**src/rtl/irq_disp_pkg.sv**
```systemverilog
package irq_disp_pkg;
  localparam int ENTRY_W   = 64;
  localparam int VEC_LSB   = 0;
  localparam int DLV_LSB   = 8;
  localparam int DMODE_BIT = 11;
  localparam int POL_BIT   = 13;
  localparam int TRIG_BIT  = 15;
  localparam int MASK_BIT  = 16;
  localparam int DEST_LSB  = 56;
  localparam logic [2:0] DLV_EXT = 3'd7;
  localparam logic [7:0] VEC_UNSUP = 8'hFF;

  typedef struct packed {
    logic [7:0] dest;
    logic       dest_mode;
    logic [2:0] dlv_mode;
    logic [7:0] vector;
    logic       polarity;
    logic       trigger;
    logic       unsup;
  } msg_t;

  function automatic msg_t decode_entry(input logic [ENTRY_W-1:0] e);
    msg_t m;
    m.dest      = e[DEST_LSB +: 8];
    m.dest_mode = e[DMODE_BIT];
    m.dlv_mode  = e[DLV_LSB +: 3];
    m.polarity  = e[POL_BIT];
    m.trigger   = e[TRIG_BIT];
    m.unsup     = (e[DLV_LSB +: 3] == DLV_EXT);
    m.vector    = m.unsup ? VEC_UNSUP : e[VEC_LSB +: 8];
    return m;
  endfunction
endpackage

```
**src/rtl/irq_pin_latch.sv**
```systemverilog
module irq_pin_latch #(
  parameter int NUM_PINS = 24
) (
  input  logic                clk_i,
  input  logic                rst_ni,
  input  logic [NUM_PINS-1:0] pin_i,
  input  logic [NUM_PINS-1:0] pulse_i,
  input  logic [NUM_PINS-1:0] level_mode_i,
  input  logic [NUM_PINS-1:0] active_low_i,
  input  logic [NUM_PINS-1:0] visit_i,
  input  logic [NUM_PINS-1:0] clr_i,
  output logic [NUM_PINS-1:0] pend_o,
  output logic                req_o
);
  logic [NUM_PINS-1:0] new_req;

  for (genvar k = 0; k < NUM_PINS; k++) begin : g_pin
    logic lvl_q, prev_q, edge_q, hold_q, rise;
    assign rise = lvl_q & ~prev_q;

    always_ff @(posedge clk_i or negedge rst_ni) begin
      if (!rst_ni) begin
        lvl_q  <= 1'b0;
        prev_q <= 1'b0;
        edge_q <= 1'b0;
        hold_q <= 1'b0;
      end else begin
        lvl_q  <= pin_i[k] ^ active_low_i[k];
        prev_q <= lvl_q;
        // edge latch: a fresh request wins over a same-cycle dispatch clear
        if (level_mode_i[k])          edge_q <= 1'b0;
        else if (rise || pulse_i[k])  edge_q <= 1'b1;
        else if (clr_i[k])            edge_q <= 1'b0;
        // pulse hold for level pins lives until the pin is visited
        if (!level_mode_i[k])         hold_q <= 1'b0;
        else if (pulse_i[k])          hold_q <= 1'b1;
        else if (visit_i[k])          hold_q <= 1'b0;
      end
    end

    assign pend_o[k]  = level_mode_i[k] ? (lvl_q | hold_q) : edge_q;
    assign new_req[k] = rise | pulse_i[k];
  end

  assign req_o = |new_req;
endmodule

```
**src/rtl/irq_scan_ctrl.sv**
```systemverilog
module irq_scan_ctrl #(
  parameter int NUM_PINS = 24,
  parameter int PIN_W    = 5
) (
  input  logic                clk_i,
  input  logic                rst_ni,
  input  logic                start_i,
  input  logic [NUM_PINS-1:0] pend_i,
  input  logic                masked_i,
  input  logic                done_i,
  output logic [PIN_W-1:0]    idx_o,
  output logic [NUM_PINS-1:0] visit_o,
  output logic [NUM_PINS-1:0] clr_o,
  output logic                load_o,
  output logic                busy_o
);
  typedef enum logic [1:0] {S_IDLE, S_SCAN, S_SEND} st_t;
  localparam logic [PIN_W-1:0] LAST_IDX = PIN_W'(NUM_PINS - 1);

  st_t              st_q, st_d;
  logic [PIN_W-1:0] idx_q, idx_d;
  logic             again_q, again_d;
  logic             hit, last, step;
  logic [NUM_PINS-1:0] cur_oh;

  assign cur_oh  = NUM_PINS'(1) << idx_q;
  assign hit     = pend_i[idx_q] & ~masked_i;
  assign last    = (idx_q == LAST_IDX);
  assign step    = ((st_q == S_SCAN) && !hit) || ((st_q == S_SEND) && done_i);
  assign load_o  = (st_q == S_SCAN) && hit;
  assign visit_o = (st_q == S_SCAN) ? cur_oh : '0;
  assign clr_o   = load_o ? cur_oh : '0;
  assign busy_o  = (st_q != S_IDLE);
  assign idx_o   = idx_q;

  always_comb begin
    st_d    = st_q;
    idx_d   = idx_q;
    again_d = again_q;
    if (st_q == S_IDLE) begin
      again_d = 1'b0;
      if (start_i) begin
        st_d  = S_SCAN;
        idx_d = '0;
      end
    end else begin
      if (start_i) again_d = 1'b1;
      if (load_o) begin
        st_d = S_SEND;
      end else if (step) begin
        if (!last) begin
          st_d  = S_SCAN;
          idx_d = idx_q + 1'b1;
        end else begin
          idx_d   = '0;
          again_d = 1'b0;
          st_d    = (again_q || start_i) ? S_SCAN : S_IDLE;
        end
      end
    end
  end

  always_ff @(posedge clk_i or negedge rst_ni) begin
    if (!rst_ni) begin
      st_q    <= S_IDLE;
      idx_q   <= '0;
      again_q <= 1'b0;
    end else begin
      st_q    <= st_d;
      idx_q   <= idx_d;
      again_q <= again_d;
    end
  end
endmodule

```
**src/rtl/irq_msg_reg.sv**
```systemverilog
module irq_msg_reg
  import irq_disp_pkg::*;
#(
  parameter int PIN_W = 5
) (
  input  logic             clk_i,
  input  logic             rst_ni,
  input  logic             load_i,
  input  msg_t             msg_i,
  input  logic [PIN_W-1:0] pin_i,
  input  logic             ready_i,
  output logic             valid_o,
  output msg_t             msg_o,
  output logic [PIN_W-1:0] pin_o,
  output logic             done_o
);
  assign done_o = valid_o & ready_i;

  always_ff @(posedge clk_i or negedge rst_ni) begin
    if (!rst_ni) begin
      valid_o <= 1'b0;
      msg_o   <= '0;
      pin_o   <= '0;
    end else if (load_i) begin
      valid_o <= 1'b1;
      msg_o   <= msg_i;
      pin_o   <= pin_i;
    end else if (done_o) begin
      valid_o <= 1'b0;
    end
  end
endmodule

```
**src/rtl/irq_pin_dispatcher.sv**
```systemverilog
module irq_pin_dispatcher
  import irq_disp_pkg::*;
#(
  parameter int  NUM_PINS = 24,
  localparam int PIN_W    = $clog2(NUM_PINS)
) (
  input  logic                clk_i,
  input  logic                rst_ni,
  input  logic [NUM_PINS-1:0] pin_i,
  input  logic [NUM_PINS-1:0] pulse_i,
  input  logic [NUM_PINS-1:0] level_mode_i,
  input  logic [NUM_PINS-1:0] active_low_i,
  input  logic                tbl_wr_i,
  output logic [PIN_W-1:0]    tbl_idx_o,
  input  logic [ENTRY_W-1:0]  tbl_entry_i,
  input  logic                msg_ready_i,
  output logic                msg_valid_o,
  output logic [PIN_W-1:0]    msg_pin_o,
  output logic [7:0]          msg_dest_o,
  output logic                msg_dest_mode_o,
  output logic [2:0]          msg_dlv_mode_o,
  output logic [7:0]          msg_vector_o,
  output logic                msg_polarity_o,
  output logic                msg_trigger_o,
  output logic                msg_unsup_o
);
  logic [NUM_PINS-1:0] pend, visit, clr;
  logic req, load, done, scan_busy;
  msg_t cur_msg, out_msg;

  irq_pin_latch #(.NUM_PINS(NUM_PINS)) u_latch (
    .clk_i, .rst_ni, .pin_i, .pulse_i, .level_mode_i, .active_low_i,
    .visit_i(visit), .clr_i(clr), .pend_o(pend), .req_o(req)
  );

  irq_scan_ctrl #(.NUM_PINS(NUM_PINS), .PIN_W(PIN_W)) u_scan (
    .clk_i, .rst_ni,
    .start_i(req | tbl_wr_i),
    .pend_i(pend),
    .masked_i(tbl_entry_i[MASK_BIT]),
    .done_i(done),
    .idx_o(tbl_idx_o),
    .visit_o(visit),
    .clr_o(clr),
    .load_o(load),
    .busy_o(scan_busy)
  );

  assign cur_msg = decode_entry(tbl_entry_i);

  irq_msg_reg #(.PIN_W(PIN_W)) u_msg (
    .clk_i, .rst_ni,
    .load_i(load), .msg_i(cur_msg), .pin_i(tbl_idx_o),
    .ready_i(msg_ready_i), .valid_o(msg_valid_o),
    .msg_o(out_msg), .pin_o(msg_pin_o), .done_o(done)
  );

  assign msg_dest_o      = out_msg.dest;
  assign msg_dest_mode_o = out_msg.dest_mode;
  assign msg_dlv_mode_o  = out_msg.dlv_mode;
  assign msg_vector_o    = out_msg.vector;
  assign msg_polarity_o  = out_msg.polarity;
  assign msg_trigger_o   = out_msg.trigger;
  assign msg_unsup_o     = out_msg.unsup;
endmodule

```
**config.mk**
```make
export PLATFORM = sky130hd
export DESIGN_NAME = irq_pin_dispatcher
export DESIGN_NICKNAME = d
export VERILOG_FILES = /design/src/rtl/irq_disp_pkg.sv /design/src/rtl/irq_pin_latch.sv /design/src/rtl/irq_scan_ctrl.sv /design/src/rtl/irq_msg_reg.sv /design/src/rtl/irq_pin_dispatcher.sv
export SDC_FILE = /design/constraint.sdc
export NUM_CORES = 1
export LEC_CHECK = 0
export BUFFER_PORTS_ARGS = -buffer_cell sky130_fd_sc_hd__buf_2
export CAP_MARGIN = 20
export CORE_UTILIZATION = 55
export CTS_CLUSTER_SIZE = 14
export DETAILED_ROUTE_END_ITERATION = 7
export GPL_ROUTABILITY_DRIVEN = 1
export PLACE_DENSITY_LB_ADDON = 0.25
export REMOVE_ABC_BUFFERS = 1
export SYNTH_ARGS = -nofsm -noshare
export SYNTH_HDL_FRONTEND = slang
export SYNTH_SLANG_ARGS = --single-unit
```
**constraint.sdc**
```tcl
create_clock -name clk_i -period 6.45 [get_ports clk_i]
set_input_delay 0.3225 -clock clk_i [delete_from_list [all_inputs] [get_ports clk_i]]
set_output_delay 0.3225 -clock clk_i [all_outputs]
set_load 0.02 [all_outputs]
```
Word-level counts from Yosys, hierarchy flattened
Cells that the tools add are included. Widths: inputs -> output; s select.

Bits in registers: 133.

$add $sub $neg: 1. $lt $le $gt $ge: 1. Equality and inequality tests: 30. Shift operators: 1. Multiplexer cells: 191. Bitwise operators: 124. Reductions and logical operators: 61.

Operators by type and width (count): $mux 1 (177); $reduce_bool 3->1 (25); $ne 3x2->1 const B (24); $or 1x1->1 (49); $mux 24 (2); $and 1x1->1 (26); $logic_or 1x1->1 (26); $mux 5 (5); $not 1->1 (25); $reduce_or 24->1 (1); $shl 1x5->24 const A (1); $xor 1x1->1 (24); $mux 2 (5); $mux 8 (1); $lt 5x6->1 const B (1); $add 5x1->5 const B (1); $bmux 1 s5 (1); $eq 5x5->1 const B (1); $reduce_bool 2->1 (2); $eq 3x3->1 const B (1); $logic_and 1x1->1 (3); $reduce_and 3->1 (1); $eq 2x1->1 const B (1); $eq 2x2->1 const B (1); other kinds (5) (5).

Depth between registers and ports, before layout
Gate-level depths: netlist (run 1).

Word-level depth: 11. Mapped depth: 12. Gate-level depth less buffers: 7.

Hierarchy
A second synthesis (run 1) with hierarchy kept.

Cells, all modules: 589. Area, all modules: 6281.0 sq um.

Modules (own cells, without submodules): irq_pin_latch (times used 1, cells each 357, area an instance 3941.3 sq um, sequential area each 2402.3 sq um); irq_msg_reg (times used 1, cells each 63, area an instance 1119.8 sq um, sequential area each 725.7 sq um); irq_scan_ctrl (times used 1, cells each 156, area an instance 1106.1 sq um, sequential area each 200.2 sq um); irq_pin_dispatcher (times used 1, cells each 13, area an instance 113.9 sq um, sequential area each 0.0 sq um).

Least setup slack after synthesis (run 1)
OpenSTA, ideal clock, no wires.

Path type: reg2reg. Start: register u_scan.idx_q[0], in the netlist u_scan.idx_o[0]. End: register u_scan.idx_q[0], in the netlist u_scan.idx_o[0]. Arrival: 2.275 ns. Data required time: 6.325 ns. Path slack: 4.049 ns. Cell stages (with the launch flop): 9. Clock period less this slack: 2.401 ns. Cells stage by stage: dfrtp_1 > buf_2 > o32a_1 > a22o_1 > nor4_4 > o211ai_2 > buf_6 > nand2_4 > mux2_4.

Word-level cells in the longest chain between the ends: 8. Elaborated cells on any way between the ends: 16. Classes of those cells: add/sub: 1; eq/ne: 2; mux: 6; bitwise: 1; reduce/logical: 6.

RTL lines: start: declaration (line irq_scan_ctrl.sv:21) `logic [PIN_W-1:0] idx_q, idx_d;`; start signal: assignment (line irq_scan_ctrl.sv:70) `idx_q <= idx_d;`; $bmux 1 s5 (line irq_scan_ctrl.sv:27) `assign hit = pend_i[idx_q] & ~masked_i;`; $mux 1 (implied by the code) (line irq_scan_ctrl.sv:27); $and 1x1->1 (line irq_scan_ctrl.sv:27); $logic_not 1->1 (line irq_scan_ctrl.sv:29) `assign step = ((st_q == S_SCAN) && !hit) || ((st_q == S_SEND) && done_i);`; $logic_and 1x1->1 (line irq_scan_ctrl.sv:29); $logic_or 1x1->1 (line irq_scan_ctrl.sv:29); $reduce_bool 2->1 (no line); $reduce_and 3->1 (no line).

Parallel ways exist; a longest one is shown, timed or not. The select of a mux whose other input is x is not followed. A chain may end at the register's enable or synchronous reset.

Worst setup path in the final report (run 1)
Start: register u_scan.idx_q[0], in the netlist u_scan.idx_o[0]. End: register u_scan.idx_q[2], in the netlist u_scan.idx_o[2].

The elaborated chain is that of the path after synthesis.

==> results of run 1 <==
area by class of cell:
type / count / area, um2 / area share, %
clock inverter: 6 / 32.5 / 0.404
tap: 136 / 170 / 2.11
multi-input combinational: 375 / 2440 / 30.2
sequential: 133 / 3330 / 41.3
inverter: 25 / 93.8 / 1.16
timing repair buffer: 233 / 1550 / 19.3
clock buffer: 23 / 447 / 5.54
synthesized netlist by cell type, types with 7 or more instances:
| master | count |
|---|---|
| dfrtp_1 | 133 |
| a21oi_1 | 67 |
| o21ai_0 | 43 |
| nand2_1 | 38 |
| nor2b_1 | 33 |
| nor2_1 | 28 |
| inv_1 | 24 |
| xor2_1 | 24 |
| nor3b_1 | 21 |
| mux2_4 | 17 |
| nand3_1 | 16 |
| a2111oi_0 | 9 |
| a31oi_1 | 9 |
| o21ai_1 | 9 |
| o21bai_1 | 7 |
| o221ai_1 | 7 |
per-layer routing:
layer	up-vias	share of wire [%]
met4	0	2.7
met5	-	0
met1	2550	40
met2	206	50
li1	2418	-
met3	41	7.5
through the flow:
| step | utilization (%) | power (mW) | worst slack, ps | hold WS [ps] |
|---|---|---|---|---|
| floorplan | - | 1.39 | 2970 | 26.9 |
| global placement | 65.6 | 1.62 | 3130 | 325 |
| detailed placement | 65.6 | 1.64 | 3130 | 323 |
| CTS | 77.4 | 2.49 | 3110 | 1.26 |
| global route | 77.4 | 2.61 | 2830 | 2.65 |
| finish | 77.4 | 2.49 | 3060 | 17.3 |
worst min-delay path by stage:
stage,depth (start not counted),endpoint,slack (ps)
global placement,1,u_latch.g_pin[6].prev_q,320
floorplan,0,u_latch.g_pin[0].edge_q,30
global route,2,u_msg.msg_o[16],3
CTS,2,u_msg.msg_o[2],1
finish,2,u_msg.msg_o[16],20
detailed placement,1,u_latch.g_pin[6].prev_q,320
sequential cells by signal, summed over array words and instances (netlist names), 2 cells and up:
name	cells
u_latch.g_pin.edge_q	24
u_latch.g_pin.hold_q	24
u_latch.g_pin.lvl_q	24
u_latch.g_pin.prev_q	24
u_msg.msg_o	23
u_msg.pin_o	5
u_scan.idx_o	5
u_scan.st_q	2
power groups by stage:
stage / combinational (mW) / sequential, mW / clock (mW)
2_1_floorplan: 0.283 / 1.11 / 0
3_3_place_gp: 0.558 / 1.06 / 0
3_5_place_dp: 0.570 / 1.07 / 0
4_1_cts: 0.619 / 1.06 / 0.816
5_1_grt: 0.683 / 1.07 / 0.853
6_report: 0.629 / 1.06 / 0.803
worst reg2reg max path, delay by kind of cell (launching register included):
family,cells,cell delay [ps]
and+or+nand+nor,2,620
AOI/OAI and AO/OA,4,990
DFF,1,1010
buffers and inverters,1,350
muxes,1,300
repair_timing:
item,in CTS,in global routing
setup endpoints to repair,0,0
hold buffers,75,0
hold endpoints to repair,109,0
cells by family (layout without fill, tap and decap cells):
logic type | after synthesis | after routing
AO/OA/AOI/OAI | 175 | 175
flip-flops | 133 | 133
multiplexers | 18 | 18
adder cells (fa/ha/maj) | 6 | 6
XOR/XNOR | 24 | 24
buffers and inverters | 41 | 287
AND/OR/NAND/NOR | 152 | 152
==> results.py, run 1 <==
metrics = {
    "status": {
        "outcome": "completed",
    },
    "placed_design": {
        "placed_area_mm2": 0.00683,
        "dpl.hpwl_um": 10400,
        "place_inst": 827,
        "gp_congestion": 0.865,
        "port-buffer-count": 156,
    },
    "layout": {
        "layout_commonest_cell": "buf_2",
        "nNetsFinal": 955,
        "final_cell_area_mm2": 0.00806,
        "drive_above_1_share_pct": 26.2,
        "syn2layout_area_growth_pct": 35.3,
        "fill_cells": 715,
        "final_cells": 931,
        "final_cell_mix": "buf_2, dfrtp_1, dlygate4sd3_1",
        "antenna_cells": 0,
    },
    "setup_path": {
        "timing.rr.end": "u_scan.idx_o[2]",
        "critPathBufInv": 1,
        "cp-start-kind": "flip-flop",
        "cp.required_ps": 6870,
        "crit_fanout": 43,
        "critPathLaunch": "u_scan.idx_o[0]",
        "cp.depth": 8,
        "worstPathArrival_ps": 3810,
        "cp-end-kind": "flip-flop",
        "crit_family": "flip-flops",
        "r2r_cells": 8,
        "rrSetupSlack_ps": 3060,
        "critPathMaxStageDelay_ps": 1010,
        "path_cells": "o21ai_0 -> o221ai_1 -> a21oi_1 -> nor4_4 -> o211ai_4 -> buf_4 -> nand2_4 -> mux2_4",
        "r2r-start": "u_scan.idx_o[0]",
        "setup.worst_path.class": "flip-flop to flip-flop",
        "slowest_stage": "dfrtp_1",
        "critical_path.endpoint": "u_scan.idx_o[2]",
    },
    "detailed_routing": {
        "drt-initial-drc-count": 404,
        "first_pass_iters": 6,
        "drcViolationCount": 0,
        "num_vias": 5215,
        "via_per_inst": 5.60,
        "antenna_left": 0,
        "wl_per_cell_um": 17.2,
        "wirelength_um": 16000,
    },
    "floorplanning": {
        "die_w_um": 106,
        "row_count": 37,
        "die_area_mm2": 0.0113,
        "coreArea_mm2": 0.0104,
        "initial_utilization_pct": 57.2,
        "chipHeight_um": 106,
        "io_pins": 198,
    },
    "synthesis": {
        "synthArstFlopShare_pct": 100,
        "yosys-mux-area-fraction_pct": 4.45,
        "synth_enable_flop_cells": 0,
        "synth_fa_ha_area_share_pct": 1.26,
        "synth.distinct_cells": 47,
        "synth_top_family_by_area": "compound AO/OA/AOI/OAI gates",
        "synth_top_area_share_pct": 55.9,
        "synth_compound_area_share_pct": 17.9,
        "synth_top_area_cell": "dfrtp_1",
        "syn_avg_cell_area_um2": 10.9,
        "ys_seq_area_share_pct": 55.9,
        "ys.flop_type": "dfrtp_1",
        "ys_ff_latch": 133,
        "synthXorXnorAreaFrac_pct": 3.53,
        "synthSimpleGateAreaFrac_pct": 13.6,
        "synthesis.area_mm2": 0.00596,
        "syn_inst": 549,
        "synth_warnings": 0,
        "synthTopCellsByArea": "dfrtp_1, a21oi_1, mux2_4",
    },
    "timing": {
        "post-route-period-util_pct": 52.6,
        "finalClockSkew_ps": 7.61,
        "max_freq_mhz": 295,
        "period_needed_ps": 3390,
        "tightest_slew_ps": 1010,
        "setup_viol": 0,
        "fin_tns_setup_ps": 0,
        "hold_viol": 0,
        "slew-limit-headroom_pct": 32.4,
        "rsz0062_at_grt": "false",
        "slew_viol_final": 0,
    },
    "worst_hold_path": {
        "hold_path_class": "input pin to flip-flop",
        "min_from": "tbl_entry_i[57]",
    },
    "power": {
        "p_sw_uw": 804,
        "ir_drop_uv": 241,
        "leakage_nw": 3.77,
        "p_sw_share_pct": 32.2,
        "p_comb_share_pct": 25.2,
        "power_frac_seq_pct": 42.5,
        "internal-power_mw": 1.69,
        "power.density_mw_per_mm2": 309,
        "clkPwrFrac_pct": 32.2,
    },
    "clocking": {
        "cts.sinks": 133,
        "clock_latency_ps": 540,
        "path_clk_slew_ps": 60,
        "root_buffer": "clkbuf_8",
        "numCtsBuffers": 17,
        "clockBufferDepth": 2,
        "cts_resized": 0,
        "cts_tree": "done",
        "h-tree-depth": 4,
        "post_cts_buffers": 0,
    },
    "grt": {
        "grt_pass1_wl_um": 25900,
        "use_met3_pct": 9.75,
        "grt_use_met1_pct": 37.0,
        "grt_max_degree": 75,
        "met2_usage_pct": 49.4,
        "track_usage_pct": 30.4,
        "antenna_found_initial": 0,
        "grt_pass1_vias": 5371,
        "overflow": 0,
        "gr-max-usage-layer": "met2",
    },
    "flow_run": {
        "max-cap-violations": 0,
    },
}
Power figures use the tool's default switching activity.
==> run 2: changes to the inputs <==
ABC_AREA = 1   (was not set)
CORE_UTILIZATION = 51   (was 55)
clock period = 3.5 ns   (was 6.45 ns; I/O delays follow)
==> run 2 against run 1 <==
The flow now finishes with violations (DRC). Sequential power rose by 87%. Clock power rose by 120%. Critical path depth rose by 3. Synthesized cell count rose by 30%. Wire length rose by 5.4%. Cell count rose by 21%. Area after synthesis rose by 2.6%. Power rose by 110%. Via count rose by 12%. First-iteration DRC count fell by 9.4%. Sequential share of layout area fell by 2.2 points.
==> results.py, run 2 <==
metrics = {
    "timing": {
        "setup_ws_ps": 835,
        "fin_tns_setup_ps": 0,
        "max_freq_mhz": 375,
        "setup_viol": 0,
        "rsz0062_at_grt": "false",
        "slew-limit-headroom_pct": 38.9,
        "post-route-period-util_pct": 76.1,
        "hold_viol": 0,
        "slew_viol_final": 0,
        "tightest_slew_ps": 909,
        "finalClockSkew_ps": 9.28,
        "period_needed_ps": 2660,
        "fin_hold_ws_ps": 13.9,
    },
    "clocking": {
        "h-tree-depth": 4,
        "post_cts_buffers": 0,
        "numCtsBuffers": 17,
        "clockBufferDepth": 2,
        "clock_latency_ps": 430,
        "root_buffer": "clkbuf_16",
        "path_clk_slew_ps": 50,
        "cts.sinks": 133,
        "cts_resized": 0,
        "cts_tree": "done",
    },
    "setup_path": {
        "cp.depth": 11,
        "cp.required_ps": 3810,
        "cp-end-kind": "flip-flop",
        "critPathLaunch": "u_scan.idx_o[1]",
        "setup.worst_path.class": "flip-flop to flip-flop",
        "critPathMostFrequentCell": "nand3_1",
        "r2r-start": "u_scan.idx_o[1]",
        "crit_fanout": 32,
        "critPathMaxStageDelay_ps": 640,
        "slowest_stage": "dfrtp_1",
        "critPathBufInv": 3,
        "r2r_cells": 11,
        "worstPathArrival_ps": 2980,
        "path_cells": "clkinv_1 -> nand3_1 -> nand3_1 -> nand3_1 -> nand2_1 -> clkinv_1 -> nand3_4 -> inv_4 -> nand2_1 -> a21oi_1 -> nor2_1",
        "cp-start-kind": "flip-flop",
        "crit_family": "buffers and inverters",
    },
    "worst_hold_path": {
        "min_from": "pulse_i[22]",
        "hold_path_class": "input pin to flip-flop",
        "holdPathStages": 3,
    },
    "synthesis": {
        "ys.flop_type": "dfrtp_1",
        "syn_avg_cell_area_um2": 8.56,
        "synth_enable_flop_cells": 0,
        "synth_warnings": 0,
        "synth.distinct_cells": 29,
        "syn_inst": 714,
        "synth_top_area_cell": "dfrtp_1",
        "synth_top_area_share_pct": 54.4,
        "synthArstFlopShare_pct": 100,
        "synth_common_cells": "nand2_1, dfrtp_1, nor2_1",
        "ys_ff_latch": 133,
        "yosysMostFrequentCell": "nand2_1",
        "synthesis.area_mm2": 0.00611,
        "ys_seq_area_share_pct": 54.4,
        "synthTopCellsByArea": "dfrtp_1, nand2_1, nor2_1",
    },
    "grt": {
        "grt_pass1_wl_um": 28300,
        "grt_pass1_vias": 6029,
        "antenna_found_initial": 1,
        "overflow": 0,
        "grt_max_degree": 103,
        "track_usage_pct": 29.4,
    },
    "layout": {
        "final_cell_mix": "buf_2, nand2_1, dfrtp_1",
        "final_util_pct": 73.6,
        "final_cells": 1122,
        "syn2layout_area_growth_pct": 39.2,
        "nNetsFinal": 1135,
        "layout_commonest_cell": "buf_2",
        "final_cell_area_mm2": 0.00851,
        "drive_above_1_share_pct": 21.8,
    },
    "floorplanning": {
        "coreArea_mm2": 0.0116,
        "die_w_um": 111,
        "initial_utilization_pct": 52.9,
        "chipHeight_um": 111,
        "io_pins": 198,
        "die_area_mm2": 0.0124,
        "row_count": 39,
    },
    "status": {
        "violations": "DRC",
        "outcome": "finished with violations",
    },
    "placed_design": {
        "port-buffer-count": 156,
        "gp_congestion": 0.865,
        "dpl.hpwl_um": 10600,
        "place_inst": 1001,
        "placed_area_mm2": 0.00702,
        "place_ws_ps": 912,
    },
    "flow_run": {
        "max-cap-violations": 0,
    },
    "power": {
        "finalPower_mw": 5.23,
        "power.density_mw_per_mm2": 614,
        "ir_drop_uv": 314,
        "leakage_nw": 4.34,
    },
    "detailed_routing": {
        "drcViolationCount": 14,
        "antenna_left": 0,
        "first_pass_iters": 7,
        "num_vias": 5860,
        "drt-initial-drc-count": 366,
        "wl_per_cell_um": 15.0,
        "via_per_inst": 5.22,
        "wirelength_um": 16900,
    },
}
## run 2: cell count changes after synthesis, moves of 11 or more
cell | previous run | this run
a21oi_1 | 67 | 47
inv_1 | 24 | 89
nor3b_1 | 21 | 0
nand3_1 | 16 | 51
nor2_1 | 28 | 90
nand2_1 | 38 | 145
nor2b_1 | 33 | 0
mux2_4 | 17 | 0
o211ai_1 | 1 | 12
## run 2: routing by layer
layer  track usage, %  wire, um  vias to the layer above
met3             6.26      1020                       58
met1             35.2      6930                     2759
met4             15.9       580                        0
met5                0         0                        -
li1                 -         -                     2790
met2             50.0      8350                      253
## run 2: what timing repair did
action	in CTS	in global routing
setup endpoints to repair	0	0
hold buffers	88	0
endpoints found under the hold margin	164	0
## run 2: power breakdown
| group | internal, mW | switching, mW | total (mW) | leakage (nW) |
|---|---|---|---|---|
| clock network | 1.17 | 0.633 | 1.80 | 0.299 |
| logic | 0.508 | 0.935 | 1.44 | 2.42 |
| registers | 1.80 | 0.185 | 1.98 | 1.62 |
| total | 3.47 | 1.75 | 5.23 | 4.34 |
## run 2: path summary, 6_finish.rpt
| kind | endpoint | slack, ps |
|---|---|---|
| min | u_latch.g_pin[22].hold_q | 10 |
| min reg2reg | u_latch.g_pin[20].prev_q | 400 |
| max in group asynchronous | u_latch.g_pin[4].edge_q | 2250 |
| max reg2reg | u_latch.g_pin[12].edge_q | 840 |
| max | u_latch.g_pin[12].edge_q | 840 |
| min in group asynchronous | u_msg.msg_o[18] | 430 |
## run 2: cell families (layout without fill, tap and decap cells)
logic type                 Yosys count  in the layout  synth area share, %
other                                0              1                    0
AOI/OAI and AO/OA                  129            129                 11.9
buffers and inverters              112            376                 7.72
and+or+nand+nor                    309            309                 21.1
xor gates and xnor gates            25             25                 3.58
DFF                                133            133                 54.4
adders and majority gates            6              6                 1.23
## run 2: area by class of cell
type                    count  area (um2)
well taps                 143         179
multi-input cells         469        2320
repair buffers            249        1720
clock buffers              22         474
fillers                   828        3060
inverters                  95         362
diodes                      1        2.50
flip-flops and latches    133        3330
clock inverters            10         128
## run 2: worst min-delay path, stage by stage
cell	delay (ps)
buf_2	90
inv_1	50
a21boi_0	70
